## src/rtl/lam_pkg.sv

```systemverilog
package lam_pkg;
    localparam int OCT_W = 8;
    localparam logic [OCT_W-1:0] K_FRAME_ALIGN = 8'hFC;
    localparam logic [OCT_W-1:0] K_MF_ALIGN    = 8'h7C;
    localparam int N_ERR = 4;
    // error index order used by counter array
    localparam int E_DISP = 0;
    localparam int E_NIT  = 1;
    localparam int E_CTRL = 2;
    localparam int E_MIS  = 3;

    typedef struct packed {
        logic [OCT_W-1:0] out_octet;
        logic             out_is_k;
        logic [OCT_W-1:0] prev;
    } lam_path_t;
endpackage

```

## src/rtl/lam_classify.sv

```systemverilog
module lam_classify
    import lam_pkg::*;
(
    input  logic [OCT_W-1:0] octet,
    input  logic             is_k,
    input  logic             nit,
    input  logic             frame_end,
    input  logic             mf_end,
    output logic             replace,
    output logic             ctrl_err,
    output logic             mis_err
);
    always_comb begin
        replace  = 1'b0;
        ctrl_err = 1'b0;
        mis_err  = 1'b0;
        if (is_k && !nit) begin
            if (octet == K_FRAME_ALIGN) begin
                if (frame_end && !mf_end) replace = 1'b1;
                else                      mis_err = 1'b1;
            end else if (octet == K_MF_ALIGN) begin
                if (mf_end) replace = 1'b1;
                else        mis_err = 1'b1;
            end else begin
                ctrl_err = 1'b1;
            end
        end
    end
endmodule

```

## src/rtl/lam_sat_counter.sv

```systemverilog
module lam_sat_counter #(
    parameter int W = 8
) (
    input  logic         clk,
    input  logic         rst_n,
    input  logic         clr,
    input  logic         inc,
    output logic [W-1:0] count
);
    localparam logic [W-1:0] MAXV = '1;
    logic [W-1:0] cnt_d, cnt_q;

    always_comb begin
        cnt_d = cnt_q;
        if (clr)                      cnt_d = '0;
        else if (inc && cnt_q != MAXV) cnt_d = cnt_q + 1'b1;
    end

    always_ff @(posedge clk or negedge rst_n) begin
        if (!rst_n) cnt_q <= '0;
        else        cnt_q <= cnt_d;
    end

    assign count = cnt_q;

    assert_cnt_saturate_R7: assert property (@(posedge clk) disable iff (!rst_n)
        (cnt_q == MAXV && !clr) |=> cnt_q == MAXV);
    assert_cnt_clear_R8: assert property (@(posedge clk) disable iff (!rst_n)
        clr |=> cnt_q == '0);
    assert_cnt_step_R7: assert property (@(posedge clk) disable iff (!rst_n)
        (!clr && !inc) |=> $stable(cnt_q));
endmodule

```

## src/rtl/lam_resync_ctrl.sv

```systemverilog
module lam_resync_ctrl #(
    parameter int TOL_W = 2,
    parameter int F_W   = 8
) (
    input  logic             clk,
    input  logic             rst_n,
    input  logic             clr,
    input  logic             mis_evt,
    input  logic             hard_evt,
    input  logic [TOL_W-1:0] cfg_tol,
    input  logic [F_W-1:0]   cfg_frame_len,
    output logic             sync_n
);
    typedef struct packed {
        logic             sync_n;
        logic [F_W-1:0]   hold;
        logic [TOL_W-1:0] tally;
    } rs_state_t;

    rs_state_t st_d, st_q;
    logic      tol_on, mis_trip;

    always_comb begin
        st_d     = st_q;
        tol_on   = (cfg_tol != '0);
        mis_trip = mis_evt && tol_on &&
                   (({1'b0, st_q.tally} + 1'b1) == {1'b0, cfg_tol});
        if (!st_q.sync_n) begin
            if (st_q.hold == '0) st_d.sync_n = 1'b1;
            else                 st_d.hold   = st_q.hold - 1'b1;
        end else if (hard_evt || mis_trip) begin
            st_d.sync_n = 1'b0;
            st_d.hold   = (cfg_frame_len == '0) ? '0 : cfg_frame_len - 1'b1;
            st_d.tally  = '0;
        end else if (mis_evt && tol_on) begin
            st_d.tally = st_q.tally + 1'b1;
        end
        if (clr) st_d.tally = '0;
    end

    always_ff @(posedge clk or negedge rst_n) begin
        if (!rst_n) st_q <= '{sync_n: 1'b1, hold: '0, tally: '0};
        else        st_q <= st_d;
    end

    assign sync_n = st_q.sync_n;

    assert_hold_low_R11: assert property (@(posedge clk) disable iff (!rst_n)
        (!sync_n && st_q.hold != '0) |=> !sync_n);
    assert_release_R11: assert property (@(posedge clk) disable iff (!rst_n)
        (!sync_n && st_q.hold == '0) |=> sync_n);
    assert_tol_zero_R9: assert property (@(posedge clk) disable iff (!rst_n)
        (sync_n && cfg_tol == '0 && !hard_evt) |=> sync_n);
endmodule

```

## src/rtl/lane_align_monitor.sv

```systemverilog
module lane_align_monitor
    import lam_pkg::*;
#(
    parameter int CNT_W = 8,
    parameter int TOL_W = 2,
    parameter int F_W   = 8
) (
    input  logic             clk,
    input  logic             rst_n,
    input  logic [7:0]       rx_octet,
    input  logic             rx_is_k,
    input  logic             rx_err_disp,
    input  logic             rx_err_nit,
    input  logic             pos_frame_end,
    input  logic             pos_mf_end,
    input  logic [TOL_W-1:0] cfg_mis_tol,
    input  logic [2:0]       cfg_resync_en,
    input  logic [F_W-1:0]   cfg_frame_len,
    input  logic             cnt_clr,
    output logic [7:0]       out_octet,
    output logic             out_is_k,
    output logic [CNT_W-1:0] cnt_disp,
    output logic [CNT_W-1:0] cnt_nit,
    output logic [CNT_W-1:0] cnt_ctrl,
    output logic [CNT_W-1:0] cnt_mis,
    output logic             sync_n
);
    logic              replace, ctrl_err, mis_err, hard_evt;
    logic [N_ERR-1:0]  err_vec;
    logic [CNT_W-1:0]  cnt_arr [N_ERR];
    lam_path_t         path_d, path_q;

    lam_classify u_cls (
        .octet     (rx_octet),
        .is_k      (rx_is_k),
        .nit       (rx_err_nit),
        .frame_end (pos_frame_end),
        .mf_end    (pos_mf_end),
        .replace   (replace),
        .ctrl_err  (ctrl_err),
        .mis_err   (mis_err)
    );

    always_comb begin
        err_vec         = '0;
        err_vec[E_DISP] = rx_err_disp;
        err_vec[E_NIT]  = rx_err_nit;
        err_vec[E_CTRL] = ctrl_err;
        err_vec[E_MIS]  = mis_err;
        hard_evt = |(cfg_resync_en & {ctrl_err, rx_err_nit, rx_err_disp});
    end

    // restore path
    always_comb begin
        path_d = path_q;
        if (replace) begin
            path_d.out_octet = path_q.prev;
            path_d.out_is_k  = 1'b0;
        end else begin
            path_d.out_octet = rx_octet;
            path_d.out_is_k  = rx_is_k;
            if (!rx_is_k && !rx_err_nit) path_d.prev = rx_octet;
        end
    end

    always_ff @(posedge clk or negedge rst_n) begin
        if (!rst_n) path_q <= '0;
        else        path_q <= path_d;
    end

    assign out_octet = path_q.out_octet;
    assign out_is_k  = path_q.out_is_k;

    for (genvar g = 0; g < N_ERR; g++) begin : g_cnt
        lam_sat_counter #(.W(CNT_W)) u_cnt (
            .clk   (clk),
            .rst_n (rst_n),
            .clr   (cnt_clr),
            .inc   (err_vec[g]),
            .count (cnt_arr[g])
        );
    end

    assign cnt_disp = cnt_arr[E_DISP];
    assign cnt_nit  = cnt_arr[E_NIT];
    assign cnt_ctrl = cnt_arr[E_CTRL];
    assign cnt_mis  = cnt_arr[E_MIS];

    lam_resync_ctrl #(.TOL_W(TOL_W), .F_W(F_W)) u_rs (
        .clk           (clk),
        .rst_n         (rst_n),
        .clr           (cnt_clr),
        .mis_evt       (mis_err),
        .hard_evt      (hard_evt),
        .cfg_tol       (cfg_mis_tol),
        .cfg_frame_len (cfg_frame_len),
        .sync_n        (sync_n)
    );

    assert_data_pass_R1: assert property (@(posedge clk) disable iff (!rst_n)
        (!rx_is_k && !rx_err_nit) |=> (out_octet == $past(rx_octet) && !out_is_k));
    assert_frame_replace_R2: assert property (@(posedge clk) disable iff (!rst_n)
        (rx_is_k && !rx_err_nit && rx_octet == K_FRAME_ALIGN && pos_frame_end && !pos_mf_end)
        |=> (out_octet == $past(path_q.prev) && !out_is_k));
    assert_mf_replace_R3: assert property (@(posedge clk) disable iff (!rst_n)
        (rx_is_k && !rx_err_nit && rx_octet == K_MF_ALIGN && pos_mf_end)
        |=> (out_octet == $past(path_q.prev) && !out_is_k));
    assert_k_pass_R5: assert property (@(posedge clk) disable iff (!rst_n)
        (rx_is_k && (rx_err_nit || (rx_octet != K_FRAME_ALIGN && rx_octet != K_MF_ALIGN)))
        |=> (out_octet == $past(rx_octet) && out_is_k));
endmodule

```

## config.mk

```make
export PLATFORM = sky130hd
export DESIGN_NAME = lane_align_monitor
export DESIGN_NICKNAME = d
export VERILOG_FILES = /design/src/rtl/lam_pkg.sv /design/src/rtl/lam_classify.sv /design/src/rtl/lam_sat_counter.sv /design/src/rtl/lam_resync_ctrl.sv /design/src/rtl/lane_align_monitor.sv
export SDC_FILE = /design/constraint.sdc
export NUM_CORES = 1
export LEC_CHECK = 0
export BUFFER_PORTS_ARGS = -buffer_cell sky130_fd_sc_hd__clkbuf_2
export CAP_MARGIN = 20
export CORE_AREA = 5 5 83 85
export CTS_CLUSTER_SIZE = 25
export DETAILED_ROUTE_END_ITERATION = 8
export DIE_AREA = 0 0 88 90
export MAX_ROUTING_LAYER = met4
export PLACE_DENSITY = 0.82
export SLEW_MARGIN = 10
export SYNTH_ARGS = -nofsm -noshare
export SYNTH_HDL_FRONTEND = slang
export SYNTH_SLANG_ARGS = --single-unit
```

## constraint.sdc

```tcl
create_clock -name clk -period 2.6 [get_ports clk]
set_clock_uncertainty 0.05 [all_clocks]
set_input_delay 0.13 -clock clk [delete_from_list [all_inputs] [get_ports clk]]
set_output_delay 0.13 -clock clk [all_outputs]
set_load 0.005 [all_outputs]
```

==> metrics.yaml <==
endpoint_kind: "register"
timing.rr.start: "u_rs.st_q[0]"
relSlewSlack_pct: 50.4
dieHeight_um: 90
synth_edf_count: 0
worst-slew-pin-transition_ps: 744
muxShareOfSynthArea_pct: 6.88
crit_start: "u_rs.st_q[0]"
syn_nets: 347
dr.pass1.iters: 4
grt_pass1_wl_mm: 11.9
async_flop_share_pct: 100
rr_worst_depth: 7
post_cts_buffers: 0
numCtsBuffers: 9
routedWlPerCell_um: 14.7
min_from: "rx_octet[2]"
yosys_register_bits: 60
cp.arrival_ps: 2450
critPathMaxFanout: 8
layout-area-overhead-vs-synth_pct: 22.2
power_density_mw_per_mm2: 671
finalMaxSlewViolations: 0
grt.overflow.total: 0
wl_mm: 6.88
port_buffers: 70
via_per_inst: 5.48
cts.path.max_buffers: 2
antenna_cells: 0
synth_compound_area_share_pct: 7.28
grt_max_degree: 61
ir_worst_vdd_v: 0.000413
clk_pin_slew_worst_paths_ps: 70
drt_iter0_markers: 105
ctsHoldBuffers: 8
cp.required_ps: 2770
yosys.area_share.simple_pct: 21.2
criticalPathCategory: "reg -> reg"
fin_crit_sh_pct: 87.7
htreeDepth: 3
pin_count: 71
max_freq_mhz: 439
final_cell_mix: "70 x clkbuf_2, 59 x dfrtp_1, 44 x nor2_1, 20 x xor2_1, 19 x nand2_1"
die_w_um: 88
vias: 2570
seq_area_frac_synth_pct: 47.5
drive_gt1_share_pct: 28.1
start_util_pct: 51.6
synth_ff_type: "dfrtp_1"
cts_tree: "done"
drc: 0
period_minus_slack_ps: 2280
synth_xor_area_share_pct: 9.96
cts_root_buffer: "clkbuf_8"
pre_cts_slack_ps: 342
clock_latency_ps: 340
finalSetupTns_ps: 0
coreArea_mm2: 0.00613
synth_area_mm2: 0.00316
grt_pass1_vias: 2587
nets: 425
outcome: "completed"
rows: 29
dieArea_mm2: 0.00792
syn-mean-instance-area_um2: 10.2
place_congestion: 0.911
hold_viol_final: 0
antenna_found_initial: 0
hp-class: "in -> reg"
instances_no_fill: 469
cap_violations: 0
total_power_mw: 2.60
rsz0062_at_grt: "false"
holdPathEnd: "path_q[2]"
reg2reg_to: "u_rs.st_q[7]"
min_path_cells: 2
final_common_cell: "clkbuf_2"
clock_sink_count: 60
crit_path_start_kind: "register"
postCtsResizedCells: 0
synthDistinctLibCells: 48
dp_hpwl_mm: 4.78
dp.cells: 445
setup_ws_ps: 320
synthCells: 309
ff2ff_setup_slack_ps: 320
ant_nets: 0
yosys_warnings: 0
fin_util_pct: 63.1
finalSetupViolations: 0
synth_top_family_by_area: "simple AND/OR/NAND/NOR gates"
leakage_nw: 1.86
grt_usage_pct: 19.2
synth_fa_ha_area_share_pct: 3.56
## layout make-up
cell class / count / area, µm²
Fill cell: 499 / 2260
Multi-Input combinational cell: 226 / 1550
Sequential cell: 60 / 1500
Timing Repair Buffer: 82 / 460
Clock buffer: 10 / 138
Tap cell: 77 / 96.3
Clock inverter: 6 / 95.1
Inverter: 8 / 30.0
## metrics by stage
stage / hold slack [ps] / area, µm²
final: 20.9 / 3870
after global routing: 16.7 / 3870
after CTS: 10.6 / 3870
after detailed placement: 285 / 3550
after global placement: 281 / 3550
after floorplan: -216 / 3160
## cell families (layout without fill, tap and decap cells)
kind of cell             count (synthesis)  in the layout
XOR/XNOR                                36             36
AO/OA/AOI/OAI                           31             31
flip-flops                              60             60
adder cells (fa/ha/maj)                  9              9
AND/OR/NAND/NOR                        130            130
buffers and inverters                   23            106
multiplexers                            20             20
## cells in the mapped netlist (all sizes together), types with 2 or more instances
master  count  area (µm²)
and4b       2        20.0
buf         9        63.8
nor2b       4        25.0
a21oi       4        20.0
mux2i       6        60.1
nor4        4        25.0
xnor2      16         140
clkbuf      6        22.5
dfrtp      59        1480
nand2      19        71.3
a21o        3        23.8
o32ai       2        17.5
a31o        2        17.5
nand2b      5        31.3
o21ai       6        30.0
and4        3        26.3
and3        7        43.8
or4         5        41.3
o21a        2        15.0
inv         8        30.0
mux2       14         158
nor3        8        45.0
nor3b       2        15.0
ha          9         113
nor2       44         165
xor2       20         175
nand3       9        45.0
a211o       2        17.5
o211a       3        30.0
nand4      10        62.6
or3         6        37.5
## registers in the layout, indices dropped and copies added (netlist names)
signal / count
g_cnt.u_cnt.count: 32
u_rs.st_q: 10
out_octet: 8
path_q: 8
out_is_k: 1
u_rs.sync_n: 1
## power breakdown
group | switching [mW] | internal (mW)
logic | 0.232 | 0.248
clock network | 0.400 | 0.576
registers | 0.103 | 1.04
total | 0.735 | 1.86
## worst max path at each step
stage              endpoint  slack (ps)  cells past startpoint
5_1_grt        u_rs.st_q[4]         230                      7
3_3_place_gp   u_rs.st_q[7]         460                      7
4_1_cts        u_rs.st_q[7]         330                      7
3_5_place_dp   u_rs.st_q[7]         340                      7
6_report       u_rs.st_q[7]         320                      7
2_1_floorplan  u_rs.st_q[7]         530                      7
## routing by layer
| metal | global-route usage, % | wire length, µm | vias up |
|---|---|---|---|
| met3 | 3.11 | 312 | 16 |
| met1 | 24.4 | 3100 | 1244 |
| met2 | 30.6 | 3330 | 67 |
| met5 | - | 0 | - |
| met4 | 7.54 | 140 | 0 |
| li1 | - | - | 1243 |
## critical path, stage by stage (launching register included)
cell	delay, ps
dfrtp_1	420
ha_1	340
xor2_1	160
nor3_1	270
and4b_1	270
nor2_1	130
o211a_1	230
or3_1	290
Power figures use the tool's default switching activity.
